File: src/rtl/wbsb_pkg.sv
package wbsb_pkg;

    // counter used by the empty-slot responder; bounds UNMAP_LAT to 256
    typedef logic [7:0] wait_cnt_t;

    typedef struct packed {
        wait_cnt_t cnt;
    } null_state_t;

endpackage

File: src/rtl/wbsb_decode.sv
module wbsb_decode #(
    parameter int                     SEL_W    = 4,
    parameter logic [(1<<SEL_W)-1:0]  SLOT_MAP = '1
) (
    input  logic [SEL_W-1:0]          slot,
    output logic [(1<<SEL_W)-1:0]     hit,
    output logic                      mapped
);
    localparam int N_SLOTS = 1 << SEL_W;

    for (genvar k = 0; k < N_SLOTS; k++) begin : g_hit
        if (SLOT_MAP[k]) begin : g_pop
            assign hit[k] = (slot == SEL_W'(k));
        end else begin : g_empty
            assign hit[k] = 1'b0;
        end
    end

    assign mapped = |hit;
endmodule

File: src/rtl/wbsb_ret_mux.sv
module wbsb_ret_mux #(
    parameter int SEL_W  = 4,
    parameter int DATA_W = 16
) (
    input  logic [SEL_W-1:0]                  slot,
    input  logic                              mapped,
    input  logic                              req,
    input  logic                              null_ack,
    input  logic [(1<<SEL_W)-1:0]             s_ack,
    input  logic [(1<<SEL_W)*DATA_W-1:0]      s_dat_r,
    output logic                              m_ack,
    output logic [DATA_W-1:0]                 m_dat_r
);
    localparam int N_SLOTS = 1 << SEL_W;

    logic [DATA_W-1:0] dat_arr [N_SLOTS];

    for (genvar k = 0; k < N_SLOTS; k++) begin : g_split
        assign dat_arr[k] = s_dat_r[k*DATA_W +: DATA_W];
    end

    always_comb begin
        if (mapped) begin
            m_ack   = req & s_ack[slot];
            m_dat_r = dat_arr[slot];
        end else begin
            m_ack   = req & null_ack;
            m_dat_r = '0;
        end
    end
endmodule

File: src/rtl/wbsb_null_resp.sv
module wbsb_null_resp
    import wbsb_pkg::*;
#(
    parameter int UNMAP_LAT = 3
) (
    input  logic clk,
    input  logic rst,
    input  logic req,
    output logic ack
);
    localparam wait_cnt_t LAST = wait_cnt_t'(UNMAP_LAT - 1);

    null_state_t st_d, st_q;

    always_comb begin
        st_d = st_q;
        ack  = req && (st_q.cnt == LAST);
        if (!req || ack) begin
            st_d.cnt = '0;
        end else begin
            st_d.cnt = st_q.cnt + 1'b1;
        end
    end

    always_ff @(posedge clk) begin
        if (rst) begin
            st_q <= '0;
        end else begin
            st_q <= st_d;
        end
    end
endmodule

File: src/rtl/wb_shared_bus.sv
module wb_shared_bus #(
    parameter int                     DATA_W    = 16,
    parameter int                     REG_AW    = 8,
    parameter int                     SEL_W     = 4,
    parameter logic [(1<<SEL_W)-1:0]  SLOT_MAP  = 16'h0C3F,
    parameter int                     UNMAP_LAT = 3
) (
    input  logic                              clk,
    input  logic                              rst,
    input  logic                              m_cyc,
    input  logic                              m_stb,
    input  logic                              m_we,
    input  logic [SEL_W+REG_AW-1:0]           m_adr,
    input  logic [DATA_W-1:0]                 m_dat_w,
    output logic [DATA_W-1:0]                 m_dat_r,
    output logic                              m_ack,
    output logic [(1<<SEL_W)-1:0]             s_cyc,
    output logic [(1<<SEL_W)-1:0]             s_stb,
    output logic [(1<<SEL_W)-1:0]             s_we,
    output logic [REG_AW-1:0]                 s_adr,
    output logic [DATA_W-1:0]                 s_dat_w,
    input  logic [(1<<SEL_W)*DATA_W-1:0]      s_dat_r,
    input  logic [(1<<SEL_W)-1:0]             s_ack
);
    localparam int N_SLOTS = 1 << SEL_W;
    localparam int ADR_W   = SEL_W + REG_AW;

    logic [SEL_W-1:0]   slot;
    logic [N_SLOTS-1:0] hit;
    logic               mapped;
    logic               req;
    logic               null_ack;

    assign slot = m_adr[ADR_W-1:REG_AW];
    assign req  = m_cyc & m_stb;

    wbsb_decode #(
        .SEL_W    (SEL_W),
        .SLOT_MAP (SLOT_MAP)
    ) u_dec (
        .slot   (slot),
        .hit    (hit),
        .mapped (mapped)
    );

    // shared forward path, gated select lines
    assign s_adr   = m_adr[REG_AW-1:0];
    assign s_dat_w = m_dat_w;
    assign s_cyc   = m_cyc ? hit : '0;
    assign s_stb   = req   ? hit : '0;
    assign s_we    = (m_cyc && m_we) ? hit : '0;

    wbsb_null_resp #(
        .UNMAP_LAT (UNMAP_LAT)
    ) u_null (
        .clk (clk),
        .rst (rst),
        .req (req & ~mapped),
        .ack (null_ack)
    );

    wbsb_ret_mux #(
        .SEL_W  (SEL_W),
        .DATA_W (DATA_W)
    ) u_ret (
        .slot     (slot),
        .mapped   (mapped),
        .req      (req),
        .null_ack (null_ack),
        .s_ack    (s_ack),
        .s_dat_r  (s_dat_r),
        .m_ack    (m_ack),
        .m_dat_r  (m_dat_r)
    );
endmodule

File: config.mk
export PLATFORM = sky130hd
export DESIGN_NAME = wb_shared_bus
export DESIGN_NICKNAME = d
export VERILOG_FILES = /design/src/rtl/wbsb_pkg.sv /design/src/rtl/wbsb_decode.sv /design/src/rtl/wbsb_ret_mux.sv /design/src/rtl/wbsb_null_resp.sv /design/src/rtl/wb_shared_bus.sv
export SDC_FILE = /design/constraint.sdc
export NUM_CORES = 1
export LEC_CHECK = 0
export BUFFER_PORTS_ARGS = -buffer_cell sky130_fd_sc_hd__buf_2
export CELL_PAD_IN_SITES_DETAIL_PLACEMENT = 1
export CELL_PAD_IN_SITES_GLOBAL_PLACEMENT = 1
export CORE_AREA = 2 2 155 157
export CTS_BUF_LIST = sky130_fd_sc_hd__clkbuf_4 sky130_fd_sc_hd__clkbuf_8
export DETAILED_ROUTE_END_ITERATION = 8
export DIE_AREA = 0 0 157 159
export GPL_ROUTABILITY_DRIVEN = 0
export GPL_TIMING_DRIVEN = 0
export PLACE_DENSITY = 0.58
export SLEW_MARGIN = 30
export SYNTH_ARGS = -nofsm -noshare
export SYNTH_HDL_FRONTEND = slang
export SYNTH_SLANG_ARGS = --single-unit
export TNS_END_PERCENT = 1
File: constraint.sdc
create_clock -name clk -period 2.12 [get_ports clk]
set_input_delay 0.424 -clock clk [delete_from_list [all_inputs] [get_ports clk]]
set_output_delay 0.424 -clock clk [all_outputs]
set_load 0.02 [all_outputs]
# ---- After elaboration in Yosys (flattened, before gate mapping)
# Index checks and enable logic that the tools add are counted.
dict set report totals {
  reg_bits 8
  mem_bits_rw 0
  inputBits 305
  latchBits 0
  romBits 0
  mem_count 0
}
dict set report classes {
  reduce_logical 7
  n_addsub 1
  muxes 10
  n_div 0
  magnitude_cmp 2
  bitwise 6
  multipliers 0
  eq_ne 8
  n_shift 0
}
# cell n
set ops {}
lappend ops {{$bmux W16 S4} 1}
lappend ops {{$mux W16} 3}
lappend ops {{$mux W12} 3}
lappend ops {{$add A8 B1 Y8 const B} 1}
lappend ops {{$eq A4 B2 Y1 const B} 2}
lappend ops {{$eq A4 B3 Y1 const B} 2}
lappend ops {{$eq A4 B4 Y1 const B} 2}
lappend ops {{$eq A8 B2 Y1 const B} 1}
lappend ops {{$reduce_or A8 Y1} 1}
lappend ops {{$ge A5 B5 Y1 const B} 1}
lappend ops {{$lt A4 B5 Y1 const B} 1}
lappend ops {{$not A4 Y5} 1}
lappend ops {{$and A1 B1 Y1} 4}
lappend ops {{$bmux W1 S4} 1}
lappend ops {{$eq A4 B1 Y1 const B} 1}
lappend ops {{$logic_not A4 Y1} 1}
lappend ops {{$logic_and A1 B1 Y1} 2}
lappend ops {{$mux W1} 2}
lappend ops {{$reduce_or A2 Y1} 1}
lappend ops {{$logic_not A1 Y1} 1}
lappend ops {{$logic_or A1 B1 Y1} 1}
lappend ops {{$not A1 Y1} 1}

# ---- Depth between registers and ports, before layout
# Gate-level depths: netlist (run 1).
dict set report depth {
  depth_word 7
  ltp_mapped 6
  depth_no_buf 5
}

# ---- By module
# Synthesis (run 1) repeated with hierarchy kept, for this count alone.
dict set report unflattened {
  hier_cells 294
  area_unflattened_um2 3280.6
}
# mod cells_each area_each_um2 instances
set by_module_without_submodules {}
lappend by_module_without_submodules {wbsb_ret_mux 152 2184.6 1}
lappend by_module_without_submodules {wb_shared_bus 81 548.0 1}
lappend by_module_without_submodules {wbsb_null_resp 41 381.6 1}
lappend by_module_without_submodules {wbsb_decode 20 166.4 1}

# ---- Worst setup path after synthesis (run 1)
# No wires, ideal clock.
dict set report synth_timing {
  kind {input port to output port}
  from {in m_adr[8]}
  to {out s_stb[1]}
  cell_stages 5
  arrival_ns 1.678
  path_buffers 2
  t_required_ns 1.696
  setup_slack_ns 0.018
  path_cell_list {buf_6 > buf_8 > nand3b_1 > nor3_1 > and2_1}
}
dict set report synth_via {
  elab_chain_cells 2
}
# item line_no
set synth_rtl {}
lappend synth_rtl {{start: declaration} wb_shared_bus.sv:13} ;# input logic [SEL_W+REG_AW-1:0] m_adr,
lappend synth_rtl {{$eq A4 B1 Y1} wbsb_decode.sv:13} ;# assign hit[k] = (slot == SEL_W'(k));
lappend synth_rtl {{$mux W12} wb_shared_bus.sv:50} ;# assign s_stb = req ? hit : '0;
lappend synth_rtl {{end: declaration} wb_shared_bus.sv:18} ;# output logic [(1<<SEL_W)-1:0] s_stb,
# No other way between the ends.

# ---- Final worst setup path (run 1)
dict set report layout_timing {
  from {in m_adr[8]}
  to {out m_dat_r[14]}
}
dict set report layout_via {
  elab_chain_cells 5
  elab_cells_between_ends 14
  classes_between {eq/ne (7); mux (4); bitwise (1); reduce/logical (2)}
}
# item line_no
set layout_rtl {}
lappend layout_rtl {{$not A4 Y5 (not written as such)} wbsb_ret_mux.sv:25} ;# m_dat_r = dat_arr[slot];
lappend layout_rtl {{$bmux W16 S4} wbsb_ret_mux.sv:25}
lappend layout_rtl {{$mux W16 (not written as such) (2 in series)} wbsb_ret_mux.sv:25}
lappend layout_rtl {{$mux W16 (*)} wbsb_ret_mux.sv:23} ;# if (mapped) begin
lappend layout_rtl {{end: declaration} wb_shared_bus.sv:15} ;# output logic [DATA_W-1:0] m_dat_r,
# Mark *: on every way between the ends. The rest lies on a longest branch, timed or not. The select of a mux whose other input is x is not followed.

==> results.md, run 1 <==
- The time the final worst path needs with I/O delays and setup is 2114 ps.
- The count of unresolved DRC violations after routing is 0.
- The number of library cell types mapped by synthesis is 39.
- The global-route congestion overflow total is 0.
- The maximum achievable frequency is 473.0 MHz.
- The post-route netlist has 71.25% of its cells at a drive strength greater than 1.
- The number of violations of the max-capacitance limit is 0.
- During placement, the flow inserted port buffers numbering 206.
- The number of hold violations in the final report is 0.
- The slowest stage of the critical path is the mux2_2 cell.
- The mean routed wirelength per cell is 16.04 um.
- The flow ran to the end, and the final reports show no timing, DRC or antenna violations.
- The area growth from synthesis to layout is 86.98%.
- Averaged over all synthesized cells, the footprint is 9.001 um2.
- The via count of the first global-routing pass was 2890.
- For this design, the CTS-stage hold fixing added 0 buffers.
- In this run the number of H-tree levels came out at 1.
- The post-route fraction of the period consumed by the critical path is 99.73%.
- The signal on the critical path passes through buf_8 -> buf_12 -> buf_12 -> buf_12 -> mux2_2 -> nand2_1 -> o211ai_1 -> buf_4.
- Summing all multi-input logic gate instances after layout gives 0.001647 mm2.
- The tree is rooted in a clkbuf_8.
- The cell that appears most often on the critical path is buf_12.
- The static leakage power is 1.993 nW.
- The worst-case IR drop observed on VDD is 0.3463 mV.
- The overall routing resource usage is 9.604%.
- Entering global routing, the biggest net connects 11 pins.
- The largest fanout on the critical path is 8.
- The total wirelength of the detailed-routed design is 12.86 mm.
- The total of fill cells in the finished design is 2840.
- Setup repair after global routing could not meet its margin everywhere.
- The register with the most flip-flops in the layout has 8 of them.
- The core region is 0.02319 mm2.
- The slack of the critical path is 5.786 ps.
- No sink is reached through more buffers than the 2 on the longest clock path.
- After detailed routing, the number of vias per cell comes to 3.345.
- The register with the most flip-flops is u_null.st_q.
- Once placement finished, the instance area stood at 0.003650 mm2.
- After synthesis the netlist holds a flip-flop and latch count of 8.
- The count of flip-flops with a built-in enable after synthesis is 0.
- Across the routed clock network, the largest skew measured is 2.778 ps.
- The DRC violation total after the first TritonRoute iteration is 62.
- The number of nets at the end of the flow is 789.
- Timing analysis after detailed placement gives a worst setup slack of -391.4 ps.
- The floorplan row count is 56.
- The vertical die dimension is 159 um.
- The synthesized netlist occupies a cell area of 0.002133 mm2.
- The TritonCTS clock tree is done.
- Across the whole layout, storage elements account for 161.4 um2.
- For this design the ratio of total power to cell area is 266.7 mW/mm2.
- After clock tree synthesis, the clock-pin slew on the worst setup and hold paths is 40 ps.
- The die is 157 um wide.
- Summing all non-filler instances in the final layout gives an area of 0.003989 mm2.
- The number of failing setup endpoints in the final timing report is 0.
- Counting flops with an async set or reset pin after synthesis yields a share of 0%.
- Across all hold checks on the routed design, the worst slack comes to 426.7 ps.
- The number of synthesis warnings is 0.
- The TritonCTS sink count is 8.
- The share of synthesized area occupied by flip-flops and latches is 7.507%.
- The largest registers in the layout are u_null.st_q (8).
- The cell count after synthesis is 237.
- Data on the critical path arrives at its endpoint at 1690 ps.
- The category of the most critical setup path is input port to output pin.
- Data on the critical path is required at its endpoint by 1700 ps.
- Detailed placement finished with a half-perimeter wire length of 10.95 mm.
- The initial standard-cell utilization of the core is 9.198%.
- The detail route stage leaves a number of antenna-violating nets equal to 0.
- Among all flip-flop cells after synthesis, the most frequent one is dfxtp_1.
- The clock latency on the worst-skew pair is 230 ps.
- The core utilization of the finished layout is 17.20%.
- The number of antenna violations at the first check in global routing is 6.
- STA classifies the critical path startpoint as an input port.
- The number of buffers created by CTS is 3.
- The first TritonRoute pass finished after 4 iterations.
- The count of pins over their slew limit is 0.
- The first global-routing pass estimated 17.70 mm of wire.
- The kind of path behind the tightest hold check is register to register.
- The total via count in the routed design is 2683.
- In this run the count of I/O pins placed on the die edge is 394.
- The largest stage delay on the critical path is 360 ps.
- The floorplan step defined a die boundary enclosing 0.02496 mm2.
- The sort of element at the end of the critical path is an output pin.
critical path, delay by kind of cell:
kind	cells	cell delay, ps
AND/OR/NAND/NOR	1	70
buffers and inverters	5	690
multiplexers	1	360
AO/OA/AOI/OAI	1	130
placed cells by master, fill, tap and decap left out, types with 3 or more instances in the layout:
| master | instances |
|---|---|
| buf_2 | 201 |
| buf_4 | 64 |
| nand2_1 | 31 |
| conb_1 | 24 |
| and2_1 | 16 |
| mux2i_1 | 15 |
| mux2_2 | 15 |
| mux4_2 | 13 |
| o211ai_1 | 10 |
| nor2_1 | 9 |
| buf_12 | 7 |
| dfxtp_1 | 7 |
| o211ai_2 | 6 |
| nand2_2 | 5 |
| mux4_1 | 4 |
| a21oi_2 | 4 |
| diode_2 | 3 |
| o21ai_0 | 3 |
| or3_1 | 3 |
| clkbuf_8 | 3 |
| buf_6 | 3 |
cell type report:
cell class,count,area share [%]
repair buffers,217,29.96
inverters,2,0.1882
well taps,319,10.01
flip-flops and latches,8,4.046
multi-input cells,188,41.28
clock buffers,3,1.035
plain buffers,62,13.30
diodes,3,0.1882
report_power, final:
group	internal, W	switching (W)	leakage, nW
Combinational	0.000373	0.000356	1.91
Clock	0.000123	0.0000596	0.0216
Sequential	0.000152	0.000000593	0.0649
Yosys cell counts, types with 2 or more instances:
cell / count / area share (%)
nand3_1: 2 / 0.47
a21oi_2: 3 / 1.2
mux2i_1: 17 / 8.0
ha_1: 2 / 1.2
o211ai_2: 6 / 3.5
or3_1: 3 / 0.88
dfxtp_1: 8 / 7.5
inv_1: 2 / 0.35
nand2b_1: 2 / 0.59
mux2_2: 17 / 9.0
mux4_2: 11 / 12
buf_12: 2 / 1.9
buf_8: 2 / 1.4
nor3_1: 2 / 0.47
nand2_1: 36 / 6.3
buf_4: 49 / 17
mux4_1: 6 / 7.4
o21ai_0: 3 / 0.70
nor3b_2: 2 / 1.2
and2_1: 16 / 4.7
buf_6: 2 / 1.1
o211ai_1: 10 / 3.5
nor2_1: 11 / 1.9
xor2_1: 2 / 0.82
buf_2: 7 / 1.6
logic make-up (layout without fill, tap and decap cells):
kind of cell             count (synthesis)  after routing  synth area share (%)
AO/OA/AOI/OAI                           27             27                 11.08
XOR/XNOR                                 3              3                 1.232
adder cells (fa/ha/maj)                  2              2                 1.173
other                                    1             27                0.1758
buffers and inverters                   64            284                 23.58
AND/OR/NAND/NOR                         81             81                 19.30
multiplexers                            51             51                 35.95
flip-flops                               8              8                 7.507
worst paths after layout:
check	start	end	slack [ps]	cells after the start
setup / recovery	m_adr[8]	m_dat_r[14]	6	8
hold / removal	u_null.st_q[0]$_SDFF_PP0_	u_null.st_q[0]$_SDFF_PP0_	430	1
setup reg to reg	u_null.st_q[0]$_SDFF_PP0_	u_null.st_q[6]$_SDFF_PP0_	640	5
hold reg to reg	u_null.st_q[0]$_SDFF_PP0_	u_null.st_q[0]$_SDFF_PP0_	430	1
layer usage:
layer	GRT usage, %	part of all wire (%)	vias up
met5	0	0.10	-
met4	0.6672	0.031	2
met3	2.776	10	4
met2	17.78	49	150
met1	11.32	41	1254
li1	-	-	1273
per-stage QoR:
stage	setup TNS, ps	power [W]	instances
global route	-319.6	0.001139	801
CTS	-35.91	0.001068	799
detailed placement	-5384	0.0008254	785
finish	0	0.001064	802
floorplan	0	0.0005548	260
global placement	-5312	0.0008184	785
repair_timing:
item,in CTS,in global routing
cloned,1,0
pin swaps,4,3
setup endpoints to repair,28,24
resized for setup,33,19
setup buffers,10,0
(Power assumes the default switching activity.)
==> inputs of run 2 (changes only) <==
--- a/config.mk
+++ b/config.mk
@@ -8,13 +8,13 @@
 export BUFFER_PORTS_ARGS = -buffer_cell sky130_fd_sc_hd__buf_2
 export CELL_PAD_IN_SITES_DETAIL_PLACEMENT = 1
 export CELL_PAD_IN_SITES_GLOBAL_PLACEMENT = 1
-export CORE_AREA = 2 2 155 157
+export CORE_AREA = 2 2 151 153
 export CTS_BUF_LIST = sky130_fd_sc_hd__clkbuf_4 sky130_fd_sc_hd__clkbuf_8
 export DETAILED_ROUTE_END_ITERATION = 8
-export DIE_AREA = 0 0 157 159
+export DIE_AREA = 0 0 153 155
 export GPL_ROUTABILITY_DRIVEN = 0
 export GPL_TIMING_DRIVEN = 0
-export PLACE_DENSITY = 0.58
+export PLACE_DENSITY = 0.62
 export SLEW_MARGIN = 30
 export SYNTH_ARGS = -nofsm -noshare
 export SYNTH_HDL_FRONTEND = slang
==> constraint.sdc (replaced) <==
create_clock -name clk -period 1.7 [get_ports clk]
set_input_delay 0.34 -clock clk [delete_from_list [all_inputs] [get_ports clk]]
set_output_delay 0.34 -clock clk [all_outputs]
set_load 0.02 [all_outputs]
==> run 2 against run 1 <==
Compared with the run above: the run now ends with setup timing left; sequential power up 24%; routed wire length down 4.4%; cell count down 5.2%; die area down 5.0%; non-clock buffer count down 7; sequential share of layout area about the same; cell area up 0.82%; global-route usage down 0.10 points; clock power up 26%; critical path type unchanged; largest power group unchanged.
==> results.md, run 2 (synthesis results as in run 1) <==
- The flow ran to the end, but the final reports show violations.
- The final reports fail on setup timing.
- The TritonCTS sink count is 8 (unchanged).
- The clock tree root buffer cell is clkbuf_8.
- The number of placed cells counting well taps is 751 (-4.3%).
- The time the final worst path needs with I/O delays and setup is 1943 ps.
- The post-cts hold buffer count came to 0 (unchanged).
- Based on the critical path, the design can be clocked at up to 514.8 MHz.
- The slowest cell on the critical path is mux4_2.
- The number of detailed-routing iterations run before antenna repair came to 4 (unchanged).
- The worst-case clock buffer depth was 2 (unchanged).
- The library cell used most frequently in the layout, excluding fill and tap cells, is buf_2.
- The critical path goes through buf_8 -> buf_12 -> buf_12 -> mux4_2 -> nand2_2 -> o211ai_2 -> buf_2.
- The number of non-filler instances in the completed layout was 760 (-5.2%).
- The largest vdd supply drop is 0.3180 mV (-8.2%).
- The mean routed wirelength per cell is 16.18 um (+0.88%).
- TritonCTS built the clock tree.
- The remaining antenna violation count after routing is 0 (unchanged).
- The die extent in x is 153 um (-2.5%).
- The required time at the endpoint of the critical path is 1360 ps (-340 ps).
- The count of pins over their slew limit is 0 (unchanged).
- The number of buffers created by CTS is 3 (unchanged).
- The number of hold violations in the final report is 0 (unchanged).
- The sort of element at the end of the critical path is an output pin.
- The worst setup skew after layout is 2.126 ps (-0.6525 ps).
- The data arrival time of the critical path is 1600 ps (-90 ps).
- The kind of path behind the tightest hold check is register to register.
- The vertical die dimension is 155 um (-2.5%).
- Ranked by flip-flop count, first place goes to u_null.st_q.
- The largest fanout on the critical path is 8 (unchanged).
- The clock slew at the register clock pins of the worst setup and hold paths was 40 ps (about the same).
- The largest stage delay on the critical path is 550 ps (+190 ps).
- The number of nets at the end of the flow came to 782 (-0.89%).
- The layout cell share with drive strength beyond 1 is 73.78% (+2.5 points).
- In the layout the commonest cells are buf_2 (183), buf_4 (68), nand2_1 (27).
- The register area is 161.4 um2 (unchanged).
- The number of flip-flops in the largest register came to 8 (unchanged).
- The power density over the cells is 330.9 mW/mm2 (+24%).
- The launching element type of the critical path is an input port.
- Dividing the final minimum period by the clock period gives 114.3%.
- The floorplan row count was 55 (-1.8%).
- The mean number of vias per cell is 3.468 (+3.7%).
- The minimum hold slack is 437.4 ps (+10.74 ps).
- The critical path in this run is classified as input port to output pin.
- The length in cells of the worst reg-to-reg path came to 5 (unchanged).
- The number of antenna violations at the first check in global routing was 2 (-4).
- The port buffer count is 206 (unchanged).
- The via count of the first global-routing pass is 2678 (-7.3%).
- The cell depth of the worst hold path came to 1 (unchanged).
- The maximum level of the CTS H-tree is 1 (unchanged).
- The overall routing resource usage is 9.500% (-0.10 points).
- The static leakage power was 1.973 nW (-0.98%).
- The summed negative setup slack over all endpoints is -4767 ps (-4767 ps).
- Among the stages of the critical path, the cell type that occurs most often is buf_12.
- The number of failing setup endpoints in the final timing report is 33 (+33).
- The global-route congestion overflow total is 0 (unchanged).
- Setup repair after global routing could not meet its margin everywhere.
- The post-detailed-placement half-perimeter wirelength was 10.52 mm (-3.9%).
- The first-pass GRT wire length was 16.70 mm (-5.6%).
- The total via count in the routed design is 2636 (-1.8%).
- The count of unresolved DRC violations after routing is 0 (unchanged).
- The full die area came to 0.02372 mm2 (-5.0%).
- The worst slack after detailed placement is -753.8 ps (-362.4 ps).
- The area added between synthesis and finish is 88.50%.
- The total wirelength of the detailed-routed design is 12.30 mm (-4.4%).
- The total of fill cells in the finished design was 2718 (-4.3%).
- The footprint of the multi-input gates is 0.001707 mm2 (+3.6%).
- The clock latency on the worst-skew pair is 230 ps (about the same).
- The largest net degree at the start of global routing is 11 (unchanged).
- The initial standard-cell utilization of the core was 9.598% (+0.40 points).
- The placeable core area is 0.02223 mm2 (-4.2%).
- The number of placed I/O pins came to 394 (unchanged).
- The core utilization of the finished layout was 18.09% (+0.89 points).
- The DRC violation total after the first TritonRoute iteration was 62 (unchanged).
- The slack of the critical path came to -242.7 ps (-248.4 ps).
- The number of violations of the max-capacitance limit is 0 (unchanged).
- The largest registers in the layout are u_null.st_q (8).
[run 2: cell count changes in the layout (fill, tap and decap cells not counted), moves of 2 or more]
cell     previous run  this run
and2_4              0         5
nand2_1            31        27
buf_6               3        11
nor2_1              9         6
nand2_2             5         9
and2_1             16        11
buf_2             201       183
buf_4              64        68
nor2_2              0         2
[run 2: what timing repair did]
item,CTS,global route
cloned,1,0
pin swaps,6,7
resized for setup,62,16
setup buffers,3,0
endpoints found under the setup margin,41,41
[run 2: critical path: cells and delay by family]
kind / cells / cell delay, ps
AND/OR/NAND/NOR: 1 / 100
multiplexers: 1 / 550
buffers and inverters: 4 / 540
AO/OA/AOI/OAI: 1 / 60
[run 2: metal layers]
metal | GRT usage (%) | wire (um) | share of wire (%) | up-vias
met3 | 2.033 | 904 | 7.4 | 0
met4 | 0.3968 | 0 | 0 | 0
met5 | 0 | 0 | 0 | -
li1 | - | - | - | 1262
met1 | 12.04 | 5173 | 42 | 1234
met2 | 17.40 | 6217 | 51 | 140
[run 2: final cells by class]
| type | count | share of cell area (%) |
|---|---|---|
| Antenna cell | 2 | 0.1245 |
| Multi-Input combinational cell | 188 | 42.44 |
| Timing Repair Buffer | 210 | 29.71 |
| Inverter | 2 | 0.1867 |
| Tap cell | 285 | 8.867 |
| Buffer | 62 | 13.63 |
| Sequential cell | 8 | 4.014 |
| Clock buffer | 3 | 1.027 |
[run 2: final timing paths]
kind	from	endpoint	slack (ps)
hold reg to reg	u_null.st_q[0]$_SDFF_PP0_	u_null.st_q[0]$_SDFF_PP0_	440
hold / removal	u_null.st_q[0]$_SDFF_PP0_	u_null.st_q[0]$_SDFF_PP0_	440
setup reg to reg	u_null.st_q[0]$_SDFF_PP0_	u_null.st_q[3]$_SDFF_PP0_	240
setup / recovery	m_adr[8]	m_dat_r[4]	-240
[run 2: through the flow]
step | total power, W | cell area [um2]
final | 0.001330 | 4021
after global routing | 0.001416 | 4016
after CTS | 0.001340 | 3980
after detailed placement | 0.001044 | 3687
after global placement | 0.001035 | 3687
after floorplan | 0.0007095 | 2300
[run 2: power by group]
group | switching, W | internal [W] | total (W)
Clock | 0.0000766 | 0.000154 | 0.000230
Sequential | 0.000000892 | 0.000189 | 0.000190
Combinational | 0.000445 | 0.000465 | 0.000910
==> inputs of run 3 (changes only) <==
--- a/config.mk
+++ b/config.mk
@@ -15,6 +15,7 @@
 export GPL_ROUTABILITY_DRIVEN = 0
 export GPL_TIMING_DRIVEN = 0
 export PLACE_DENSITY = 0.62
+export REMOVE_ABC_BUFFERS = 1
 export SLEW_MARGIN = 30
 export SYNTH_ARGS = -nofsm -noshare
 export SYNTH_HDL_FRONTEND = slang
==> constraint.sdc (replaced) <==
create_clock -name clk -period 1.7 [get_ports clk]
set_input_delay 0.17 -clock clk [delete_from_list [all_inputs] [get_ports clk]]
set_output_delay 0.17 -clock clk [all_outputs]
set_load 0.02 [all_outputs]
==> run 3 against run 2 <==
Compared with the run above: the flow still finishes with violations (setup timing); sequential power barely moved; combinational power down 27%; core utilization down 3.3 points; critical path type is now register to output pin; global-route usage increased by 1.4 points; flip-flop and latch count is the same; worst setup slack better by 110 ps; largest power group unchanged.
==> results.md, run 3 (synthesis results as in run 1) <==
- The post-cts hold buffer count is 0 (unchanged).
- The number of flip-flops in the largest register is 8 (unchanged).
- The number of nets at the end of the flow is 700 (-10%).
- The clock latency on the worst-skew pair is 240 ps (about the same).
- At the pin with the least slew margin, the transition time is 609.4 ps.
- The layout cell share with drive strength beyond 1 is 63.94% (-9.8 points).
- The time the final worst path needs with I/O delays and setup was 1832 ps (-111.1 ps).
- The maximum level of the CTS H-tree is 1 (unchanged).
- The static leakage power is 1.554 nW (-21%).
- The data arrival time of the critical path is 1660 ps (+60 ps).
- The antenna diode count is 0 (-2).
- The largest vdd supply drop is 0.1488 mV (-53%).
- The required time at the endpoint of the critical path is 1530 ps (+170 ps).
- The number of placed I/O pins was 394 (unchanged).
- The number of detailed-routing iterations run before antenna repair is 4 (unchanged).
- The clock tree root buffer cell is clkbuf_8.
- Headroom to the max-slew limit came out at 59.28%.
- The largest net degree at the start of global routing is 30 (+19).
- Leaving out fill and tap cells, the most frequent cells in the layout are buf_2 (176), nand2_1 (35), conb_1 (24).
- The maximum achievable frequency came to 546.0 MHz (+6.1%).
- The mean routed wirelength per cell is 20.51 um (+27%).
- The largest fanout on the critical path came to 4 (-4).
- The die extent in x is 153 um (unchanged).
- The worst setup skew after layout is 6.728 ps (+4.603 ps).
- The TritonCTS sink count was 8 (unchanged).
- The count of pins over their slew limit is 0 (unchanged).
- The post-route fraction of the period consumed by the critical path is 107.7% (-6.5 points).
- The post-detailed-placement half-perimeter wirelength is 12.02 mm (+14%).
- The first-pass GRT wire length came to 18.31 mm (+9.6%).
- The largest registers in the layout are u_null.st_q (8).
- The power density over the cells is 332.2 mW/mm2 (+0.41%).
- The flow ran to the end, but the final reports show violations.
- The DRC violation total after the first TritonRoute iteration is 43 (-31%).
- The cell area after placement is 0.003058 mm2 (-17%).
- The vertical die dimension was 155 um (unchanged).
- The footprint of the multi-input gates is 0.001663 mm2 (-2.6%).
- Setup repair after global routing could not meet its margin everywhere.
- The most common cell after layout, fill and taps aside is buf_2.
- The remaining antenna violation count after routing is 0 (unchanged).
- The internal power consumption came to 0.0006704 W (-17%).
- The via count of the first global-routing pass is 2537 (-5.3%).
- The total power after layout was 0.001093 W (-18%).
- The number of hold violations in the final report is 0 (unchanged).
- The summed negative setup slack over all endpoints is -148.1 ps (+4618 ps).
- The area added between synthesis and finish is 54.25%.
- More flip-flops sit in one register than any other, and that register is u_null.st_q.
- The core utilization of the finished layout was 14.80% (-3.3 points).
- The launching element type of the critical path is a register.
- The overall routing resource usage is 10.87% (+1.4 points).
- The port buffer count is 185 (-10%).
- The number of failing setup endpoints in the final timing report is 3 (-91%).
- The placeable core area was 0.02223 mm2 (unchanged).
- The slack of the critical path is -131.6 ps (+111.1 ps).
- The critical path in this run is classified as register to output pin.
- The sort of element at the end of the critical path is an output pin.
- The count of unresolved DRC violations after routing came to 0 (unchanged).
- The mean number of vias per cell came to 3.574 (+3.0%).
- The power share of the sequential group is 17.4% (+3.1 points).
- The floorplan row count is 55 (unchanged).
- The worst-case clock buffer depth is 2 (unchanged).
- The total wirelength of the detailed-routed design is 13.87 mm (+13%).
- The part of the total power dissipated in combinational logic is 60.9% (-7.5 points).
- The full die area came to 0.02372 mm2 (unchanged).
- The worst slack after detailed placement is -1008 ps (-254.0 ps).
- The initial standard-cell utilization of the core is 9.598% (unchanged).
- The summed area of non-filler cells in the final layout is 0.003291 mm2 (-18%).
- The switching power as a share of total power is 38.67% (-0.62 points).
- TritonCTS built the clock tree.
- The number of buffers created by CTS is 3 (unchanged).
- The power dissipated by switching net loads is 0.0004228 W (-19%).
- The portion of total power attributed to the clock network came to 21.7% (+4.4 points).
- The final reports fail on setup timing.
- The total via count in the routed design is 2416 (-8.3%).
- The global-route congestion overflow total is 0 (unchanged).
- The clock slew at the register clock pins of the worst setup and hold paths is 40 ps (about the same).
- The total of fill cells in the finished design is 2699 (-0.70%).
- The number of antenna violations at the first check in global routing is 1 (-1).
- The launch instance of the worst min-delay path is m_dat_w[2].
- The critical path starts at u_null.st_q[0]$_SDFF_PP0_.
- The startpoint identified for the worst register-to-register timing path is u_null.st_q[0]$_SDFF_PP0_.
- The number of violations of the max-capacitance limit is 0 (unchanged).
- The register area came to 162.7 um2 (+0.78%).
- The path class of the tightest hold or removal check is input port to output pin.
==> run 3: power groups by stage <==
| stage | registers [W] | logic (W) | clock network (W) |
|---|---|---|---|
| global route | 0.000190 | 0.000728 | 0.000253 |
| detailed placement | 0.000193 | 0.000633 | 0 |
| global placement | 0.000193 | 0.000613 | 0 |
| finish | 0.000190 | 0.000666 | 0.000237 |
| CTS | 0.000190 | 0.000657 | 0.000240 |
| floorplan | 0.000193 | 0.000311 | 0 |
==> run 3: worst max-delay path: stages (launching register included) <==
cell	delay (ps)
dfxtp_2	330
inv_2	70
ha_4	120
nor4b_4	220
a21oi_2	110
a2111oi_4	380
buf_4	210
==> run 3: worst paths after layout <==
check                         endpoint  slack [ps]  cells after the start
min                         s_dat_w[2]         340                      0
max                              m_ack        -130                      6
min reg2reg  u_null.st_q[0]$_SDFF_PP0_         440                      1
max reg2reg  u_null.st_q[5]$_SDFF_PP0_         280                      5
==> run 3: final cells by class <==
cell class                      count  area share [%]
Tap cell                          285           10.84
Timing Repair Buffer              190           32.21
Sequential cell                     8           4.943
Clock buffer                        3           1.255
Inverter                            2          0.2281
Multi-Input combinational cell    188           50.53
==> run 3: per-layer routing <==
layer,vias up,track usage (%),part of all wire (%)
met5,-,3.934,0.94
met4,2,0.7937,0.31
met3,9,9.415,19
met2,189,18.17,46
met1,1116,10.39,33
li1,1100,-,-
==> run 3: stage by stage <==
step                std cells  hold WS [ps]
floorplan                 198         340.0
global placement          668         340.5
detailed placement        670         340.5
CTS                       675         340.5
global route              676         340.2
finish                    676         340.3
==> run 3: repair_timing <==
| action | in CTS | in global routing |
|---|---|---|
| setup endpoints to repair | 41 | 25 |
| resized for setup | 19 | 17 |
| setup buffers | 2 | 0 |
| pin swaps | 3 | 6 |
| cloned | 0 | 1 |
